## config.mk

```make
export PLATFORM = sky130hd
export DESIGN_NAME = hk_spi_slave
export DESIGN_NICKNAME = d
export VERILOG_FILES = /design/src/rtl/hk_spi_pkg.sv /design/src/rtl/hk_sync.sv /design/src/rtl/hk_spi_engine.sv /design/src/rtl/hk_cfg_regs.sv /design/src/rtl/hk_spi_slave.sv
export SDC_FILE = /design/constraint.sdc
export NUM_CORES = 1
export LEC_CHECK = 0
export ABC_CLOCK_PERIOD_IN_PS = 2600
export CAP_MARGIN = 25
export CORE_ASPECT_RATIO = 1.1
export CORE_UTILIZATION = 40
export CTS_BUF_LIST = sky130_fd_sc_hd__clkbuf_16
export DETAILED_ROUTE_END_ITERATION = 10
export GPL_TIMING_DRIVEN = 1
export HOLD_SLACK_MARGIN = 0.06
export SLEW_MARGIN = 40
export SYNTH_ARGS = -nofsm -noshare
export SYNTH_HDL_FRONTEND = slang
export SYNTH_HIERARCHICAL = 1
export SYNTH_SLANG_ARGS = --single-unit
```

## constraint.sdc

```tcl
create_clock -name clk -period 2.6 [get_ports clk]
set_input_delay 0.39 -clock clk [delete_from_list [all_inputs] [get_ports clk]]
set_output_delay 0.39 -clock clk [all_outputs]
set_load 0.1 [all_outputs]
```

## src/rtl/hk_spi_pkg.sv

```systemverilog
package hk_spi_pkg;

    localparam logic [7:0] CMD_WR = 8'h80;
    localparam logic [7:0] CMD_RD = 8'h40;
    localparam logic [7:0] CMD_RW = 8'hC0;
    localparam logic [7:0] CMD_PT = 8'hC4;

    localparam logic [7:0] AD_CFG   = 8'h00;
    localparam logic [7:0] AD_ENA   = 8'h01;
    localparam logic [7:0] AD_PLL   = 8'h02;
    localparam logic [7:0] AD_TRIM0 = 8'h03;
    localparam logic [7:0] AD_TRIM1 = 8'h04;
    localparam logic [7:0] AD_TRIM2 = 8'h05;
    localparam logic [7:0] AD_TRIM3 = 8'h06;
    localparam logic [7:0] AD_CTRL  = 8'h07;
    localparam logic [7:0] AD_MFRH  = 8'h08;
    localparam logic [7:0] AD_MFRL  = 8'h09;
    localparam logic [7:0] AD_PROD  = 8'h0A;
    localparam logic [7:0] AD_REV   = 8'h0B;

    typedef enum logic [2:0] {
        PH_CMD, PH_ADDR, PH_DATA, PH_SEL, PH_PASS, PH_SKIP
    } phase_t;

    typedef struct packed {
        logic       stb;
        logic [7:0] addr;
        logic [7:0] data;
    } wr_req_t;

    typedef struct packed {
        logic [7:0]  spi_cfg;
        logic [25:0] pll_trim;
        logic [4:0]  pll_div;
        logic [2:0]  pll_sel;
        logic        dco_en;
        logic        pll_en;
        logic        bgap_en;
        logic        vreg_en;
        logic        xtal_en;
        logic        irq;
        logic        ext_rst;
    } cfg_t;

    function automatic cfg_t cfg_default();
        cfg_t c;
        c         = '0;
        c.pll_en  = 1'b1;
        c.bgap_en = 1'b1;
        c.vreg_en = 1'b1;
        c.xtal_en = 1'b1;
        return c;
    endfunction

    function automatic logic is_access_cmd(input logic [7:0] b);
        return (b == CMD_WR) || (b == CMD_RD) || (b == CMD_RW);
    endfunction

endpackage

```

## src/rtl/hk_sync.sv

```systemverilog
module hk_sync #(
    parameter int             W       = 1,
    parameter int             STAGES  = 2,
    parameter logic [W-1:0]   RST_VAL = '0
) (
    input  logic         clk,
    input  logic         rst,
    input  logic [W-1:0] d,
    output logic [W-1:0] q
);
    logic [W-1:0] pipe [STAGES];

    always_ff @(posedge clk) begin
        if (rst) begin
            for (int k = 0; k < STAGES; k++) pipe[k] <= RST_VAL;
        end else begin
            pipe[0] <= d;
            for (int k = 1; k < STAGES; k++) pipe[k] <= pipe[k-1];
        end
    end

    assign q = pipe[STAGES-1];
endmodule

```

## src/rtl/hk_spi_engine.sv

```systemverilog
module hk_spi_engine
    import hk_spi_pkg::*;
#(
    parameter int SEL_W = 2
) (
    input  logic             clk,
    input  logic             rst,
    input  logic             sck_s,
    input  logic             csb_s,
    input  logic             sdi_s,
    input  logic [7:0]       rdata,
    output wr_req_t          wr,
    output logic [7:0]       addr,
    output logic             sdo_bit,
    output logic             pass_on,
    output logic [SEL_W-1:0] pass_sel,
    output logic             sck_fall,
    output logic [2:0]       bit_cnt
);
    logic       sck_q;
    logic       sck_rise;
    phase_t     phase;
    logic       rd_mode;
    logic       wr_mode;
    logic [6:0] shreg;
    logic [7:0] out_sh;
    logic [7:0] nb;

    assign sck_rise = sck_s & ~sck_q & ~csb_s;
    assign sck_fall = ~sck_s & sck_q & ~csb_s;
    assign nb       = {shreg, sdi_s};
    assign sdo_bit  = out_sh[7];
    assign pass_on  = (phase == PH_PASS);

    always_ff @(posedge clk) begin
        if (rst) sck_q <= 1'b0;
        else     sck_q <= sck_s;
    end

    always_ff @(posedge clk) begin
        if (rst || csb_s) begin
            phase    <= PH_CMD;
            bit_cnt  <= '0;
            shreg    <= '0;
            out_sh   <= '0;
            rd_mode  <= 1'b0;
            wr_mode  <= 1'b0;
            wr       <= '0;
            addr     <= '0;
            pass_sel <= '0;
        end else begin
            wr.stb <= 1'b0;
            if (sck_rise) begin
                shreg   <= nb[6:0];
                bit_cnt <= bit_cnt + 3'd1;
                if (bit_cnt == 3'd7) begin
                    case (phase)
                        PH_CMD: begin
                            if (nb == CMD_PT) begin
                                phase <= PH_SEL;
                            end else if (is_access_cmd(nb)) begin
                                phase   <= PH_ADDR;
                                wr_mode <= (nb == CMD_WR) || (nb == CMD_RW);
                                rd_mode <= (nb == CMD_RD) || (nb == CMD_RW);
                            end else begin
                                phase <= PH_SKIP;
                            end
                        end
                        PH_ADDR: begin
                            addr  <= nb;
                            phase <= PH_DATA;
                        end
                        PH_DATA: begin
                            if (wr_mode) begin
                                wr.stb  <= 1'b1;
                                wr.addr <= addr;
                                wr.data <= nb;
                            end
                            addr <= addr + 8'd1;
                        end
                        PH_SEL: begin
                            pass_sel <= nb[SEL_W-1:0];
                            phase    <= PH_PASS;
                        end
                        default: ;
                    endcase
                end
            end else if (sck_fall) begin
                if (bit_cnt == 3'd0)
                    out_sh <= (phase == PH_DATA && rd_mode) ? rdata : 8'h00;
                else
                    out_sh <= {out_sh[6:0], 1'b0};
            end
        end
    end
endmodule

```

## src/rtl/hk_cfg_regs.sv

```systemverilog
module hk_cfg_regs
    import hk_spi_pkg::*;
(
    input  logic       clk,
    input  logic       rst,
    input  wr_req_t    wr,
    input  logic [7:0] raddr,
    input  logic [11:0] id_mfr,
    input  logic [7:0] id_prod,
    input  logic [3:0] id_rev,
    output cfg_t       cfg,
    output logic [7:0] rdata
);
    always_ff @(posedge clk) begin
        if (rst) begin
            cfg <= cfg_default();
        end else if (wr.stb) begin
            case (wr.addr)
                AD_CFG:   cfg.spi_cfg <= wr.data;
                AD_ENA:   {cfg.dco_en, cfg.pll_en, cfg.bgap_en, cfg.vreg_en, cfg.xtal_en} <= wr.data[4:0];
                AD_PLL:   {cfg.pll_sel, cfg.pll_div} <= wr.data;
                AD_TRIM0: cfg.pll_trim[7:0]   <= wr.data;
                AD_TRIM1: cfg.pll_trim[15:8]  <= wr.data;
                AD_TRIM2: cfg.pll_trim[23:16] <= wr.data;
                AD_TRIM3: cfg.pll_trim[25:24] <= wr.data[1:0];
                AD_CTRL:  {cfg.irq, cfg.ext_rst} <= wr.data[1:0];
                default: ;
            endcase
        end
    end

    always_comb begin
        case (raddr)
            AD_CFG:   rdata = cfg.spi_cfg;
            AD_ENA:   rdata = {3'b000, cfg.dco_en, cfg.pll_en, cfg.bgap_en, cfg.vreg_en, cfg.xtal_en};
            AD_PLL:   rdata = {cfg.pll_sel, cfg.pll_div};
            AD_TRIM0: rdata = cfg.pll_trim[7:0];
            AD_TRIM1: rdata = cfg.pll_trim[15:8];
            AD_TRIM2: rdata = cfg.pll_trim[23:16];
            AD_TRIM3: rdata = {6'b0, cfg.pll_trim[25:24]};
            AD_CTRL:  rdata = {6'b0, cfg.irq, cfg.ext_rst};
            AD_MFRH:  rdata = {4'h0, id_mfr[11:8]};
            AD_MFRL:  rdata = id_mfr[7:0];
            AD_PROD:  rdata = id_prod;
            AD_REV:   rdata = {4'h0, id_rev};
            default:  rdata = 8'h00;
        endcase
    end
endmodule

```

## src/rtl/hk_spi_slave.sv

```systemverilog
module hk_spi_slave
    import hk_spi_pkg::*;
#(
    parameter  int SEL_W       = 2,
    parameter  int SYNC_STAGES = 2,
    localparam int NTAPS       = 1 << SEL_W
) (
    input  logic             clk,
    input  logic             rst,
    input  logic             spi_sck,
    input  logic             spi_csb,
    input  logic             spi_sdi,
    output logic             spi_sdo,
    input  logic [NTAPS-1:0] tap_in,
    input  logic [11:0]      id_mfr,
    input  logic [7:0]       id_prod,
    input  logic [3:0]       id_rev,
    output logic [7:0]       cfg_word,
    output logic             xtal_en,
    output logic             vreg_en,
    output logic             bgap_en,
    output logic             pll_en,
    output logic             dco_en,
    output logic [4:0]       pll_div,
    output logic [2:0]       pll_sel,
    output logic [25:0]      pll_trim,
    output logic             ext_rst_req,
    output logic             core_irq,
    output logic             core_rst
);
    logic [2:0]       pins_s;
    logic             sck_s, csb_s, sdi_s;
    wr_req_t          wr_req;
    logic [7:0]       reg_addr;
    logic [7:0]       reg_rdata;
    logic             sdo_bit;
    logic             pass_on;
    logic [SEL_W-1:0] pass_sel;
    logic             sck_fall;
    logic [2:0]       bit_cnt;
    cfg_t             cfg;

    hk_sync #(.W(3), .STAGES(SYNC_STAGES), .RST_VAL(3'b010)) u_sync (
        .clk (clk),
        .rst (rst),
        .d   ({spi_sck, spi_csb, spi_sdi}),
        .q   (pins_s)
    );
    assign {sck_s, csb_s, sdi_s} = pins_s;

    hk_spi_engine #(.SEL_W(SEL_W)) u_eng (
        .clk      (clk),
        .rst      (rst),
        .sck_s    (sck_s),
        .csb_s    (csb_s),
        .sdi_s    (sdi_s),
        .rdata    (reg_rdata),
        .wr       (wr_req),
        .addr     (reg_addr),
        .sdo_bit  (sdo_bit),
        .pass_on  (pass_on),
        .pass_sel (pass_sel),
        .sck_fall (sck_fall),
        .bit_cnt  (bit_cnt)
    );

    hk_cfg_regs u_regs (
        .clk     (clk),
        .rst     (rst),
        .wr      (wr_req),
        .raddr   (reg_addr),
        .id_mfr  (id_mfr),
        .id_prod (id_prod),
        .id_rev  (id_rev),
        .cfg     (cfg),
        .rdata   (reg_rdata)
    );

    assign spi_sdo     = pass_on ? tap_in[pass_sel] : sdo_bit;
    assign cfg_word    = cfg.spi_cfg;
    assign xtal_en     = cfg.xtal_en;
    assign vreg_en     = cfg.vreg_en;
    assign bgap_en     = cfg.bgap_en;
    assign pll_en      = cfg.pll_en;
    assign dco_en      = cfg.dco_en;
    assign pll_div     = cfg.pll_div;
    assign pll_sel     = cfg.pll_sel;
    assign pll_trim    = cfg.pll_trim;
    assign ext_rst_req = cfg.ext_rst;
    assign core_irq    = cfg.irq;
    assign core_rst    = rst | cfg.ext_rst;
endmodule

```

==> flow_summary.toml <==
[pwr]
powerDensity_mw_per_mm2 = 472.2
irDropWorstVdd_v = 0.0003220
leakage_uw = 0.002373
total_power_uw = 2975

[synth]
syn_avg_cell_area_um2 = 8.666
syn_nets = 635
syn-cell-area_mm2 = 0.005182
syn_inst = 598
synth_warnings = 6

[worst_setup_path]
timing.rr.start = "u_eng/addr[5]"
critPathArrivalTime_ps = 2050
critical_path.endpoint = "spi_sdo"
path_common_cell = "inv_1"
regToRegSetupSlack_ps = 470
startpoint_type = "flop"
worstSetupEndpointType = "output port"
crit_cells = 5
cp_max_fo = 8
r2r_end = "u_eng/out_sh[0]"
path_cells = "inv_1 -> nor3_1 -> inv_1 -> o311ai_4 -> buf_12"
crit_path_start = "u_eng/phase[2]"
crit_path_top_delay_cell = "dfxtp_1"
path_class = "flop to output port"
crit_buf_inv = 3
slowest_delay_ps = 480
cp_top_family = "buffers and inverters"
ff2ff_path_depth = 6
required_ps = 2210

[timing]
setup_slack_ps = 160.3
slew_headroom_pct = 48.58
worst_pin_slew_ps = 769.7
rsz0062_at_grt = "no"
timing.hold.ws_ps = 388.8
max_freq_ghz = 0.4099
clock_skew_ps = 8.089
timing.final.hold_violations = 0
setup_tns_ps = 0
finalMaxSlewViolations = 0
fin_crit_sh_pct = 93.84
min_period_ps = 2440
setup_violations = 0

[route]
drt_first_iter_violations = 333
routed-via-count = 4732
wl_per_cell_um = 18.86
first_pass_iters = 5
ant_nets = 0
drc = 0
vias_per_cell = 5.736
routed_wl_um = 15560

[clock_network]
ctsRootBufferMaster = "clkbuf_16"
htree_levels = 3
cts_hold_buf = 0
path_clk_slew_ps = 70
cts_tree = "built"
clock-sinks = 106
post_cts_resized = 0
clkLatencyLatePin_ps = 350
cts_max_path_buffers = 2
cts_setup_buffers = 0
cts_buffers = 9

[place]
dp_hpwl_um = 11250
io_buffers = 83
gp_congestion = 0.8883
dpl_worst_slack_ps = 405.6

[hold_path]
worstHoldPathType = "input pin to flop"

[global_route]
grt_use_total_pct = 23.77
grt_pass1_wl_um = 24400
grt_pass1_vias = 4433
antenna_found_initial = 0
overflow = 0
grt_max_degree = 49

[outcome]
status = "completed"

[cells_and_area]
area_growth_pct = 21.58
final_util_pct = 49.84
layout.nets = 702
num_antenna_cells = 0
drive_above_1_share_pct = 16.17

[die]
die-height_um = 121.4
ios = 84
rows = 43
die_w_um = 110.5
dieArea_mm2 = 0.01342
core_mm2 = 0.01264
start_util_pct = 40.99

[job]
drv_cap = 0
## worst min-delay path by stage
stage | startpoint | end | slack, ps | cells past startpoint
after floorplan | u_sync/pipe[0][1] | u_sync/pipe[0][4] | 390 | 1
after CTS | rst | u_sync/pipe[0][0] | 400 | 2
after global routing | rst | u_regs/cfg[9] | 420 | 2
after detailed placement | u_sync/pipe[0][1] | u_sync/pipe[0][4] | 400 | 1
after global placement | u_sync/pipe[0][1] | u_sync/pipe[0][4] | 390 | 1
final | rst | u_regs/cfg[9] | 390 | 2
## state kept, by name, summed over array words and instances (netlist names)
signal and flops:
u_eng/out_sh 8, u_sync/pipe 6, u_eng/sck_q 1, u_eng/bit_cnt 3, u_eng/phase 3, u_eng/shreg 7
u_eng/pass_sel 2, u_eng/wr_mode 1, u_eng/rd_mode 1, u_regs/cfg 49, u_eng/addr 8, u_eng/wr 17
## metrics by stage
| step | cells | area [um^2] |
|---|---|---|
| after detailed placement | 811 | 6041 |
| after global routing | 825 | 6301 |
| after floorplan | 598 | 5200 |
| after CTS | 825 | 6301 |
| final | 825 | 6301 |
| after global placement | 811 | 6041 |
## layout make-up
type                       instances  area [um^2]
clock buffer                       9        225.2
inverter                          12        45.04
tap                              157        196.4
timing repair buffer             101        858.3
sequential                       106         2122
fill                            1219         6342
multi-input combinational        435         2819
clock inverter                     5        35.03
## metal layers
layer	share of wire [%]	up-vias	global-route usage, %
li1	-	2253	-
met1	44	2284	29.81
met2	47	164	38.90
met3	5.2	31	4.745
met4	3.4	0	11.92
met5	0	-	0
## power by group
| group | switching (uW) | internal [uW] | total [uW] |
|---|---|---|---|
| registers | 4.60 | 1630 | 1630 |
| clock network | 601 | 637 | 1240 |
| logic | 49.1 | 56.4 | 106 |
## cells in the final DEF (no fill, tap or decap), types with 4 or more instances in the layout
cell / instances
nand2b_1: 9
clkdlybuf4s50_1: 31
a21oi_1: 34
a211o_1: 4
nor2b_1: 13
dfxtp_1: 106
nor2_1: 75
a221oi_1: 7
mux2i_1: 55
a32o_1: 10
nand4_1: 11
or4_1: 4
nand4b_1: 5
nand3_1: 13
o211ai_1: 4
mux2_2: 7
inv_1: 13
nand2_1: 74
a22oi_1: 6
ha_1: 4
buf_4: 67
o21ai_0: 20
and3_1: 4
nor3_1: 9
a21o_1: 5
clkbuf_16: 9
Power figures use the tool's default switching activity.
